[config.mk]
export PLATFORM = sky130hd
export DESIGN_NAME = img_crc_guard
export DESIGN_NICKNAME = d
export VERILOG_FILES = /design/src/rtl/img_crc_pkg.sv /design/src/rtl/img_crc_datapath.sv /design/src/rtl/img_crc_ctrl.sv /design/src/rtl/img_crc_guard.sv
export SDC_FILE = /design/constraint.sdc
export NUM_CORES = 1
export LEC_CHECK = 0
export BUFFER_PORTS_ARGS = -buffer_cell sky130_fd_sc_hd__buf_2
export CORE_MARGIN = 8
export CORE_UTILIZATION = 45
export CTS_BUF_LIST = sky130_fd_sc_hd__clkbuf_8
export DETAILED_ROUTE_END_ITERATION = 6
export PLACE_DENSITY = 0.68
export SLEW_MARGIN = 20
export SYNTH_ARGS = -nofsm -noshare
export SYNTH_HDL_FRONTEND = slang
export SYNTH_SLANG_ARGS = --single-unit
[constraint.sdc]
create_clock -name clk -period 5.55 [get_ports clk]
set_input_delay 0.555 -clock clk [delete_from_list [all_inputs] [get_ports clk]]
set_output_delay 0.555 -clock clk [all_outputs]
set_load 0.02 [all_outputs]
[src/rtl/img_crc_pkg.sv]
package img_crc_pkg;

  localparam logic [31:0] CRC_POLY = 32'hEDB88320;
  localparam logic [31:0] CRC_SEED = 32'hFFFFFFFF;
  localparam logic [31:0] CRC_XOROUT = 32'hFFFFFFFF;

  typedef enum logic [2:0] {
    ST_IDLE,
    ST_BOOT_RD,
    ST_BOOT_CHK,
    ST_CFG_RD,
    ST_CFG_CHK
  } ctrlState_t;

  // strobes from control to datapath
  typedef struct packed {
    logic loadBoot;
    logic loadCfg;
    logic issueRd;
    logic latchBoot;
    logic latchCfg;
  } ctrlStrobe_t;

  // one full 32-bit word folded into the running reflected CRC, LSB first
  function automatic logic [31:0] crc32Word(input logic [31:0] c, input logic [31:0] d);
    logic [31:0] r;
    r = c;
    for (int i = 0; i < 32; i++) begin
      if (r[0] ^ d[i]) r = (r >> 1) ^ CRC_POLY;
      else r = r >> 1;
    end
    return r;
  endfunction

endpackage

[src/rtl/img_crc_datapath.sv]
module img_crc_datapath
  import img_crc_pkg::*;
#(
  parameter int ADDR_W = 16,
  parameter int LEN_W = 16
) (
  input  logic              clk,
  input  logic              rst_n,
  input  ctrlStrobe_t       strb,
  input  logic [ADDR_W-1:0] bootBase,
  input  logic [LEN_W-1:0]  bootLen,
  input  logic [31:0]       bootRefCrc,
  input  logic [ADDR_W-1:0] cfgBase,
  input  logic [LEN_W-1:0]  cfgLen,
  input  logic [31:0]       cfgRefCrc,
  input  logic [31:0]       memRdData,
  input  logic              reprogAck,
  output logic [ADDR_W-1:0] memAddr,
  output logic              remainZero,
  output logic              rdPend,
  output logic              bootPass,
  output logic              cfgPass,
  output logic              bootSelBackup,
  output logic              reprogReq
);

  logic [ADDR_W-1:0] addrCnt;
  logic [LEN_W-1:0]  remain;
  logic [31:0]       crcAcc;
  logic [31:0]       curRef;
  logic              curEmpty;
  logic              imgMatch;

  assign memAddr    = addrCnt;
  assign remainZero = (remain == '0);
  assign imgMatch   = !curEmpty && ((crcAcc ^ CRC_XOROUT) == curRef);

  // address walk, word countdown and reference capture
  always_ff @(posedge clk or negedge rst_n) begin
    if (!rst_n) begin
      addrCnt  <= '0;
      remain   <= '0;
      curRef   <= '0;
      curEmpty <= 1'b1;
      rdPend   <= 1'b0;
    end else begin
      rdPend <= strb.issueRd;
      if (strb.loadBoot) begin
        addrCnt  <= bootBase;
        remain   <= bootLen;
        curRef   <= bootRefCrc;
        curEmpty <= (bootLen == '0);
      end else if (strb.loadCfg) begin
        addrCnt  <= cfgBase;
        remain   <= cfgLen;
        curRef   <= cfgRefCrc;
        curEmpty <= (cfgLen == '0);
      end else if (strb.issueRd) begin
        addrCnt <= addrCnt + 1'b1;
        remain  <= remain - 1'b1;
      end
    end
  end

  // checksum accumulator: data arrives one clock after the read strobe
  always_ff @(posedge clk or negedge rst_n) begin
    if (!rst_n) begin
      crcAcc <= CRC_SEED;
    end else if (strb.loadBoot || strb.loadCfg) begin
      crcAcc <= CRC_SEED;
    end else if (rdPend) begin
      crcAcc <= crc32Word(crcAcc, memRdData);
    end
  end

  // verdicts and recovery actions
  always_ff @(posedge clk or negedge rst_n) begin
    if (!rst_n) begin
      bootPass      <= 1'b0;
      cfgPass       <= 1'b0;
      bootSelBackup <= 1'b0;
      reprogReq     <= 1'b0;
    end else begin
      if (strb.loadBoot) begin
        bootPass <= 1'b0;
        cfgPass  <= 1'b0;
      end
      if (strb.latchBoot) begin
        bootPass      <= imgMatch;
        bootSelBackup <= !imgMatch;
      end
      if (strb.latchCfg) cfgPass <= imgMatch;
      if (strb.latchCfg && !imgMatch) reprogReq <= 1'b1;
      else if (reprogAck) reprogReq <= 1'b0;
    end
  end

endmodule

[src/rtl/img_crc_ctrl.sv]
module img_crc_ctrl
  import img_crc_pkg::*;
(
  input  logic        clk,
  input  logic        rst_n,
  input  logic        start,
  input  logic        remainZero,
  input  logic        rdPend,
  output ctrlStrobe_t strb,
  output logic        busy,
  output logic        done
);

  ctrlState_t state, stateNxt;

  always_comb begin
    stateNxt = state;
    strb     = '0;
    unique case (state)
      ST_IDLE: begin
        if (start) begin
          strb.loadBoot = 1'b1;
          stateNxt      = ST_BOOT_RD;
        end
      end
      ST_BOOT_RD: begin
        strb.issueRd = !remainZero;
        if (remainZero && !rdPend) stateNxt = ST_BOOT_CHK;
      end
      ST_BOOT_CHK: begin
        strb.latchBoot = 1'b1;
        strb.loadCfg   = 1'b1;
        stateNxt       = ST_CFG_RD;
      end
      ST_CFG_RD: begin
        strb.issueRd = !remainZero;
        if (remainZero && !rdPend) stateNxt = ST_CFG_CHK;
      end
      ST_CFG_CHK: begin
        strb.latchCfg = 1'b1;
        stateNxt      = ST_IDLE;
      end
      default: stateNxt = ST_IDLE;
    endcase
  end

  always_ff @(posedge clk or negedge rst_n) begin
    if (!rst_n) begin
      state <= ST_IDLE;
      done  <= 1'b0;
    end else begin
      state <= stateNxt;
      done  <= (state == ST_CFG_CHK);
    end
  end

  assign busy = (state != ST_IDLE);

endmodule

[src/rtl/img_crc_guard.sv]
module img_crc_guard
  import img_crc_pkg::*;
#(
  parameter int ADDR_W = 16,
  parameter int LEN_W = 16
) (
  input  logic              clk,
  input  logic              rst_n,
  input  logic              start,
  input  logic [ADDR_W-1:0] bootBase,
  input  logic [LEN_W-1:0]  bootLen,
  input  logic [31:0]       bootRefCrc,
  input  logic [ADDR_W-1:0] cfgBase,
  input  logic [LEN_W-1:0]  cfgLen,
  input  logic [31:0]       cfgRefCrc,
  output logic              memRdEn,
  output logic [ADDR_W-1:0] memAddr,
  input  logic [31:0]       memRdData,
  output logic              busy,
  output logic              done,
  output logic              bootPass,
  output logic              cfgPass,
  output logic              bootSelBackup,
  output logic              reprogReq,
  input  logic              reprogAck
);

  ctrlStrobe_t strb;
  logic        remainZero;
  logic        rdPend;

  img_crc_ctrl u_ctrl (
    .clk       (clk),
    .rst_n     (rst_n),
    .start     (start),
    .remainZero(remainZero),
    .rdPend    (rdPend),
    .strb      (strb),
    .busy      (busy),
    .done      (done)
  );

  img_crc_datapath #(
    .ADDR_W(ADDR_W),
    .LEN_W (LEN_W)
  ) u_dp (
    .clk          (clk),
    .rst_n        (rst_n),
    .strb         (strb),
    .bootBase     (bootBase),
    .bootLen      (bootLen),
    .bootRefCrc   (bootRefCrc),
    .cfgBase      (cfgBase),
    .cfgLen       (cfgLen),
    .cfgRefCrc    (cfgRefCrc),
    .memRdData    (memRdData),
    .reprogAck    (reprogAck),
    .memAddr      (memAddr),
    .remainZero   (remainZero),
    .rdPend       (rdPend),
    .bootPass     (bootPass),
    .cfgPass      (cfgPass),
    .bootSelBackup(bootSelBackup),
    .reprogReq    (reprogReq)
  );

  assign memRdEn = strb.issueRd;

endmodule

# --- Word level (Yosys, flattened, before mapping) ---
# Index checks and enable logic that the tools add are counted.
classes:
  n_addsub: 2
  eq_ne: 8
  n_mux: 120
  bitwise_logic: 65
  n_reduce_logical: 20
op_table:
  columns: ["operator", "n"]
  rows:
  - ["32-bit 2-to-1 mux", 98]
  - ["13-bit NOT with 14-bit output", 32]
  - ["16-bit 2-to-1 mux", 6]
  - ["16-bit zero test", 3]
  - ["32-bit equality test", 1]
  - ["32-bit NOT", 1]
  - ["1-bit XOR", 32]
  - ["16-bit by 1-bit adder with 16-bit output (second input constant)", 1]
  - ["16-bit by 1-bit subtractor with 16-bit output (second input constant)", 1]
  - ["1-bit 2-to-1 mux", 12]
  - ["3-bit one-hot mux with 4 select lines", 1]
  - ["3-bit 2-to-1 mux", 3]
  - ["2-bit nonzero test", 4]
  - ["3-bit by 2-bit equality test with 1-bit output (second input constant)", 2]
  - ["3-bit nonzero test", 2]
  - ["1-bit zero test", 4]
  - ["2-bit by 1-bit != test with 1-bit output (second input constant)", 2]
  - ["3-bit by 1-bit equality test with 1-bit output (second input constant)", 1]
  - ["3-bit equality test (second input constant)", 1]
  - ["1-bit logical AND", 3]
  - ["3-bit zero test", 1]
  - ["3-bit AND reduction", 1]
  - ["2-bit != test (second input constant)", 1]
  - ["2-bit OR reduction", 1]
  - ["1-bit logical OR", 1]
totals:
  regBits: 106
  inputBits: 164
  out_inout_bits: 23
  word_cells: 227

# --- Depth between registers and ports, before layout ---
# Gate-level depths: netlist (run 1).
depth:
  depth_word: 128
  ltp_mapped: 12
  ltp_nobuf: 9

# --- Modules after synthesis ---
# From an unflattened synthesis (run 1), not the netlist that was laid out.
unflattened:
  cells_unflattened: 900
  area_unflattened_um2: 8803.4
modules_own_cells:
  columns: ["module", "n_inst", "cells_each", "area_per_inst_um2", "seq_area_each_um2"]
  rows:
  - ["img_crc_datapath", 1, 881, 8589.5, 2593.7]
  - ["img_crc_ctrl", 1, 19, 214.0, 100.1]

# --- Worst setup path after synthesis (run 1) ---
# No wires, ideal clock.
synth_path:
  path_kind: "input -> register"
  start: "input memRdData[5]"
  end: "register u_dp.crcAcc[15]"
  setup_ns: 0.082
  t_arrival_ns: 3.715
  required_ns: 5.468
  slack_ns: 1.753
  cell_stages: 8
  path_buffers: 0
  path_cell_list: "xnor2_2 xnor3_2 xnor3_1 xnor3_1 xor2_2 xor2_2 xor3_1 a211o_1"
synth_between:
  elab_chain_cells: 95
  word_cells_on_any_way: 114
  classes_between: "mux (81); bitwise (33)"
synth_rtl:
  columns: ["element", "line", "source"]
  rows:
  - ["start: declaration", "img_crc_guard.sv:18", "input logic [31:0] memRdData,"]
  - ["1-bit XOR (*)", "img_crc_pkg.sv:29", "if (r[0] ^ d[i]) r = (r >> 1) ^ CRC_POLY;"]
  - ["32-bit 2-to-1 mux (*)", "img_crc_pkg.sv:29", null]
  - ["32-bit 2-to-1 mux (*)", "img_crc_datapath.sv:71", "end else if (rdPend) begin"]
  - ["32-bit 2-to-1 mux (*)", "img_crc_datapath.sv:69", "end else if (strb.loadBoot || strb.loadCfg) begin"]
  - ["13-bit NOT with 14-bit output (no source line)", null, null]
  - ["32-bit 2-to-1 mux (*)", "img_crc_pkg.sv:29", null]
  - ["32-bit 2-to-1 mux (*)", "img_crc_datapath.sv:71", null]
  - ["32-bit 2-to-1 mux (*)", "img_crc_datapath.sv:69", null]
  - ["[... 79 more ...]", null, null]
  - ["32-bit 2-to-1 mux (*)", "img_crc_datapath.sv:69", null]
  - ["32-bit 2-to-1 mux (*)", "img_crc_pkg.sv:29", null]
  - ["32-bit 2-to-1 mux (*)", "img_crc_datapath.sv:71", null]
  - ["32-bit 2-to-1 mux (*)", "img_crc_datapath.sv:69", null]
  - ["13-bit NOT with 14-bit output (no source line)", null, null]
  - ["32-bit 2-to-1 mux (*)", "img_crc_pkg.sv:29", null]
  - ["32-bit 2-to-1 mux (*)", "img_crc_datapath.sv:71", null]
  - ["32-bit 2-to-1 mux (*)", "img_crc_datapath.sv:69", null]
  - ["end signal: assignment", "img_crc_datapath.sv:72", "crcAcc <= crc32Word(crcAcc, memRdData);"]
  - ["end: declaration", "img_crc_datapath.sv:29", "logic [31:0] crcAcc;"]
# Every way passes the cells marked *; elsewhere a longest branch is shown, timed or not. The select of a mux whose other input is x is not followed.
# A chain may end at the register's enable or synchronous reset.

# --- Worst setup path after layout (run 1) ---
layout_path:
  start: "register u_dp.crcAcc[1]"
  end: "register u_dp.crcAcc[15]"
layout_between:
  elab_chain_cells: 109
  word_cells_on_any_way: 138
  classes_between: "mux (96); bitwise (42)"
layout_rtl:
  columns: ["element", "line"]
  rows:
  - ["32-bit 2-to-1 mux (*)", "img_crc_pkg.sv:29"]
  - ["32-bit 2-to-1 mux (*)", "img_crc_datapath.sv:71"]
  - ["32-bit 2-to-1 mux (*)", "img_crc_datapath.sv:69"]
  - ["1-bit XOR (*)", "img_crc_pkg.sv:29"]
  - ["32-bit 2-to-1 mux (*)", "img_crc_pkg.sv:29"]
  - ["32-bit 2-to-1 mux (*)", "img_crc_datapath.sv:71"]
  - ["32-bit 2-to-1 mux (*)", "img_crc_datapath.sv:69"]
  - ["32-bit 2-to-1 mux (*)", "img_crc_pkg.sv:29"]
  - ["[... 93 more ...]", null]
  - ["32-bit 2-to-1 mux (*)", "img_crc_datapath.sv:69"]
  - ["32-bit 2-to-1 mux (*)", "img_crc_pkg.sv:29"]
  - ["32-bit 2-to-1 mux (*)", "img_crc_datapath.sv:71"]
  - ["32-bit 2-to-1 mux (*)", "img_crc_datapath.sv:69"]
  - ["13-bit NOT with 14-bit output (no source line) or 1-bit XOR (tied branches)", null]
  - ["32-bit 2-to-1 mux (*)", "img_crc_pkg.sv:29"]
  - ["32-bit 2-to-1 mux (*)", "img_crc_datapath.sv:71"]
  - ["32-bit 2-to-1 mux (*)", "img_crc_datapath.sv:69"]
# Every way passes the cells marked *. The select of a mux whose other input is x is not followed.

==> impl_metrics.tcl, run 1 <==
set metrics [dict create \
    clk_latency_ns 0.38 \
    hold_class "in2async" \
    path_cells "xnor2_1 -> xor3_1 -> xnor2_1 -> xor3_1 -> xnor2_1 -> xor2_1 -> xor3_1 -> a211o_1" \
    cts_setup_buffers 0 \
    port_buffers 186 \
    synth_most_common_cell "xnor2_1" \
    period_minus_slack_ns 4.23 \
    hold_viol 0 \
    async_flop_share 1.00 \
    drt_iter0_drc 465 \
    outcome "finished, final reports clean" \
    max_clock_freq_mhz 236 \
    path_class "reg2reg" \
    critPathMaxFanout 6 \
    avgViaCountPerCell 5.29 \
    hpwl_um 20600 \
    cts_tree "yes" \
    syn_area_per_cell_sq_um 9.98 \
    rsz0062_at_grt "false" \
    grt_max_degree 86 \
    die_h_um 156 \
    boundaryPins 187 \
    drive_gt1_frac 0.264 \
    syn_to_final_growth_pct 15.5 \
    routabilityCongestion 0.921 \
    track_usage 0.216 \
    grt_pass1_vias 7056 \
    first_pass_iters 5 \
    finalClockSkew_ns 0.0111 \
    core_area_sq_mm 0.0194 \
    wirelength_um 26100 \
    syn_inst 887 \
    max_stage_delay_ns 0.76 \
    synthFlopType "dfrtp_1" \
    post-route-period-util 0.762 \
    r2r_setup_slack_ns 1.32 \
    die_w_um 156 \
    worstPathArrival_ns 4.54 \
    numCtsBuffers 9 \
    initial_core_util 0.456 \
    synthTopCellsByCount "xnor2_1, nand2_1, nor2_1, dfrtp_1, xor2_1" \
    cts_buffer_depth 2 \
    fin_nets 1219 \
    cp.required_ns 5.86 \
    yosys.area.top_type "dfrtp_1" \
    synth_fp_nets 1053 \
    critPathLaunchType "register" \
    die_area_sq_mm 0.0244 \
    h-tree-depth 3 \
    cts_resized 0 \
    cts_hold_buf 0 \
    synth.top_cell.area_share 0.206 \
    slowest_stage "xnor2_1" \
    setup_viol 0 \
    endpoint_kind "register" \
    tightest_slew_ns 1.07 \
    via_count 7004 \
    cts.reportedPaths.clkPinSlew_ns 0.10 \
    synth_area_sq_mm 0.00885 \
    drv_slew 0 \
    grt_pass1_wl_um 40400 \
    row_count 51 \
    antenna_found_initial 2 \
    cts_num_sinks 106 \
    ys_types 48 \
    cts-root-buf "clkbuf_8" \
    synthTopCellsByArea "dfrtp_1, xnor2_1, xnor3_1, dfstp_2, xor2_1" \
    drc 0 \
    fill_cells 1876 \
    overflow 0 \
    max-slew-margin-rel 0.286 \
    setup_tns_ns 0 \
    post_drt_wl_per_cell_um 19.7 \
    fin_util 0.527 \
    synth-edff-count 0 \
    ys_ff_latch 106 \
    yosysWarnings 0 \
    ant_nets 0 \
    drv_cap 0 \
    ys_seq_area_frac 0.304 \
]
layout make-up:
class	count	area, sq um	area share
Timing Repair Buffer	196	1010	0.0986
Antenna cell	1	2.50	0.000245
Sequential cell	106	2690	0.263
Inverter	7	26.3	0.00257
Clock inverter	5	30.0	0.00294
Multi-Input combinational cell	733	5980	0.585
Clock buffer	11	151	0.0148
Tap cell	265	332	0.0324
cells in the final DEF, fill, tap and decap left out, drive strengths merged, types with 5 or more instances in the layout:
master / instances
a22oi: 32
nand4: 8
o21ai: 44
clkbuf: 11
nor4: 12
a211oi: 23
xnor3: 60
xor2: 61
dfrtp: 73
nand2: 105
and3: 5
a21oi: 47
inv: 9
xor3: 7
o211ai: 8
xnor2: 172
dfstp: 33
nor2b: 6
nand3: 10
buf: 196
nor3: 9
nor2: 92
stage by stage:
stage               instance area [sq um]  worst slack (ns)  hold slack (ns)  std cells
CTS                                 10200              1.34            0.221       1323
global placement                    10000              1.13            0.445       1307
floorplan                            8850              1.75            0.259        887
detailed placement                  10000              1.11            0.458       1307
finish                              10200              1.32            0.211       1324
global route                        10200              1.17            0.254       1324
flip-flops by register name, indices dropped and copies added (netlist names):
name                cells
u_dp.bootSelBackup      1
u_dp.reprogReq          1
u_dp.curRef            32
u_ctrl.done             1
u_ctrl.state            3
u_dp.memAddr           16
u_dp.rdPend             1
u_dp.crcAcc            32
u_dp.cfgPass            1
u_dp.curEmpty           1
u_dp.remain            16
u_dp.bootPass           1
routing by layer:
| layer | GRT usage | routed length [um] |
|---|---|---|
| met5 | 0 | 10 |
| met4 | 0.0686 | 503 |
| met3 | 0.0433 | 1910 |
| met2 | 0.316 | 11500 |
| met1 | 0.314 | 12200 |
final timing paths:
path | to | cells past startpoint | from
min reg2reg | u_dp.bootPass$_DFFE_PN0P_ | 2 | u_dp.bootPass$_DFFE_PN0P_
min | u_dp.memAddr[11]$_DFFE_PN0P_ | 1 | rst_n
max reg2reg | u_dp.crcAcc[15]$_DFFE_PN1P_ | 8 | u_dp.crcAcc[1]$_DFFE_PN1P_
max | u_dp.crcAcc[15]$_DFFE_PN1P_ | 8 | u_dp.crcAcc[1]$_DFFE_PN1P_
min in group clk | u_dp.reprogReq$_DFFE_PN0P_ | 2 | reprogAck
max in group asynchronous | u_dp.curRef[7]$_DFFE_PN0P_ | 2 | rst_n
critical path, delay by kind of cell, from the launching register on:
family | cells | cell delay [ns]
XOR/XNOR | 7 | 3.43
flip-flops | 1 | 0.43
AO/OA/AOI/OAI | 1 | 0.29
cells by family after synthesis:
family,synth area share
buffers and inverters,0.0215
and+or+nand+nor,0.127
AOI/OAI and AO/OA,0.119
xor gates and xnor gates,0.425
adders and majority gates,0.00283
DFF,0.304
Power of run 1 is not shown: default switching activity piles up to over one toggle a cycle in this logic, so the estimate is an artifact.
==> inputs of run 2 (changes only) <==
- clock period: 5.55 -> 4.31 ns (I/O delays scaled with it)
==> run 2 against run 1 <==
Effect of this change:
- global-route usage rose by 0.46 points
- worst hold slack got worse by 0.17 ns
- non-clock buffer count rose by 16
- register-to-register slack got worse by 1.0 ns
- critical path type unchanged
- critical endpoint is now u_dp.crcAcc[22]$_DFFE_PN1P_
- largest cell class unchanged
- highest routed layer unchanged
==> impl_metrics.tcl, run 2 (synthesized netlist as in run 1, its figures left out) <==
set metrics [dict create \
    finalWorstSetupSlack_ns 0.274 \
    drv_slew 0 \
    rr_startpoint "u_dp.crcAcc[2]$_DFFE_PN1P_" \
    reg.largest.list "u_dp.crcAcc x32, u_dp.curRef x32" \
    fin_nets 1235 \
    hold_class "in2async" \
    avgViaCountPerCell 5.29 \
    path_class "reg2reg" \
    via_count 7082 \
    drc 0 \
    initial_core_util 0.456 \
    crit_top_cell "xnor3_1" \
    setup_viol 0 \
    die_w_um 156 \
    cts_buffer_depth 2 \
    max_clock_freq_mhz 248 \
    cts_tree "yes" \
    max-slew-margin-rel 0.410 \
    grt_pass1_wl_um 41100 \
    clk_latency_ns 0.40 \
    grt_max_degree 86 \
    hold_viol 0 \
    endpoint_kind "register" \
    worstPathArrival_ns 4.33 \
    cts-root-buf "clkbuf_8" \
    critPathLaunchType "register" \
    drt_iter0_drc 598 \
    max_stage_delay_ns 0.68 \
    port_buffers 186 \
    ff2ff_path_depth 9 \
    boundaryPins 187 \
    die_area_sq_mm 0.0244 \
    cts_setup_buffers 0 \
    post_drt_wl_per_cell_um 19.7 \
    overflow 0 \
    drive_gt1_frac 0.276 \
    grt_pass1_vias 7075 \
    die_h_um 156 \
    finalClockSkew_ns 0.0196 \
    cts.reportedPaths.clkPinSlew_ns 0.12 \
    period_minus_slack_ns 4.04 \
    hpwl_um 21000 \
    routabilityCongestion 0.913 \
    path_cells "xor2_2 -> xnor3_2 -> xnor3_1 -> xor2_1 -> xnor3_2 -> xnor3_1 -> xnor3_1 -> nor2_1 -> o21ai_1" \
    track_usage 0.221 \
    drv_cap 0 \
    outcome "finished, final reports clean" \
    ant_nets 0 \
    syn_to_final_growth_pct 17.0 \
    setup_tns_ns 0 \
    cp.required_ns 4.61 \
    cts_resized 0 \
    rsz0062_at_grt "false" \
    slowest_stage "dfstp_2" \
    wirelength_um 26400 \
    layout_commonest_cell "buf_2" \
    tightest_slew_ns 0.884 \
    cts_num_sinks 106 \
    r2r_setup_slack_ns 0.27 \
    core_area_sq_mm 0.0194 \
    fill_cells 1825 \
    h-tree-depth 3 \
    row_count 51 \
    first_pass_iters 5 \
    critPathMaxFanout 7 \
    antenna_found_initial 2 \
    reg2reg_to "u_dp.crcAcc[22]$_DFFE_PN1P_" \
    numCtsBuffers 9 \
    post-route-period-util 0.936 \
    cts_hold_buf 0 \
    layout_common_cells "buf_2, xnor2_1, nand2_1, nor2_1, dfrtp_1" \
    pre_cts_ws_ns 0.310 \
]
[run 2: layer usage]
metal | GRT usage | vias up | share of wire
met1 | 0.322 | 3358 | 0.46
met2 | 0.328 | 293 | 0.44
met4 | 0.0659 | 2 | 0.020
met3 | 0.0383 | 29 | 0.075
met5 | 0 | - | 0.00030
li1 | - | 3400 | -
[run 2: worst max path at each step]
stage / cells past startpoint / slack [ns] / startpoint / endpoint
floorplan: 8 / 0.63 / u_dp.crcAcc[2]$_DFFE_PN1P_ / u_dp.crcAcc[15]$_DFFE_PN1P_
global placement: 9 / 0.29 / u_dp.crcAcc[2]$_DFFE_PN1P_ / u_dp.crcAcc[25]$_DFFE_PN1P_
detailed placement: 9 / 0.31 / u_dp.crcAcc[2]$_DFFE_PN1P_ / u_dp.crcAcc[22]$_DFFE_PN1P_
CTS: 9 / 0.28 / u_dp.crcAcc[2]$_DFFE_PN1P_ / u_dp.crcAcc[25]$_DFFE_PN1P_
global route: 9 / 0.12 / u_dp.crcAcc[2]$_DFFE_PN1P_ / u_dp.crcAcc[22]$_DFFE_PN1P_
finish: 9 / 0.27 / u_dp.crcAcc[2]$_DFFE_PN1P_ / u_dp.crcAcc[22]$_DFFE_PN1P_
[run 2: per-stage QoR]
step / cells / hold slack [ns] / area [sq um] / util
3_5_place_dp: 1323 / 0.459 / 10200 / 0.524
4_1_cts: 1339 / 0.186 / 10300 / 0.533
2_1_floorplan: 887 / 0.135 / 8850 / -
6_report: 1340 / 0.0443 / 10400 / 0.534
5_1_grt: 1340 / 0.0871 / 10400 / 0.534
3_3_place_gp: 1323 / 0.446 / 10200 / 0.524
[run 2: layout make-up]
cell class	instances	area, sq um	area share
multi-input cells	733	5990	0.578
flip-flops and latches	106	2690	0.260
repair buffers	212	1130	0.109
well taps	265	332	0.0320
clock buffers	10	138	0.0133
clock inverters	6	45.0	0.00435
inverters	7	26.3	0.00254
diodes	1	2.50	0.000242
[run 2: worst max-delay path, delay by kind of cell, from the launching register on]
family / cells / cell delay (ns)
XOR/XNOR: 7 / 3.08
flip-flops: 1 / 0.68
AND/OR/NAND/NOR: 1 / 0.11
AO/OA/AOI/OAI: 1 / 0.07
Power of run 2 is left out for the same reason.
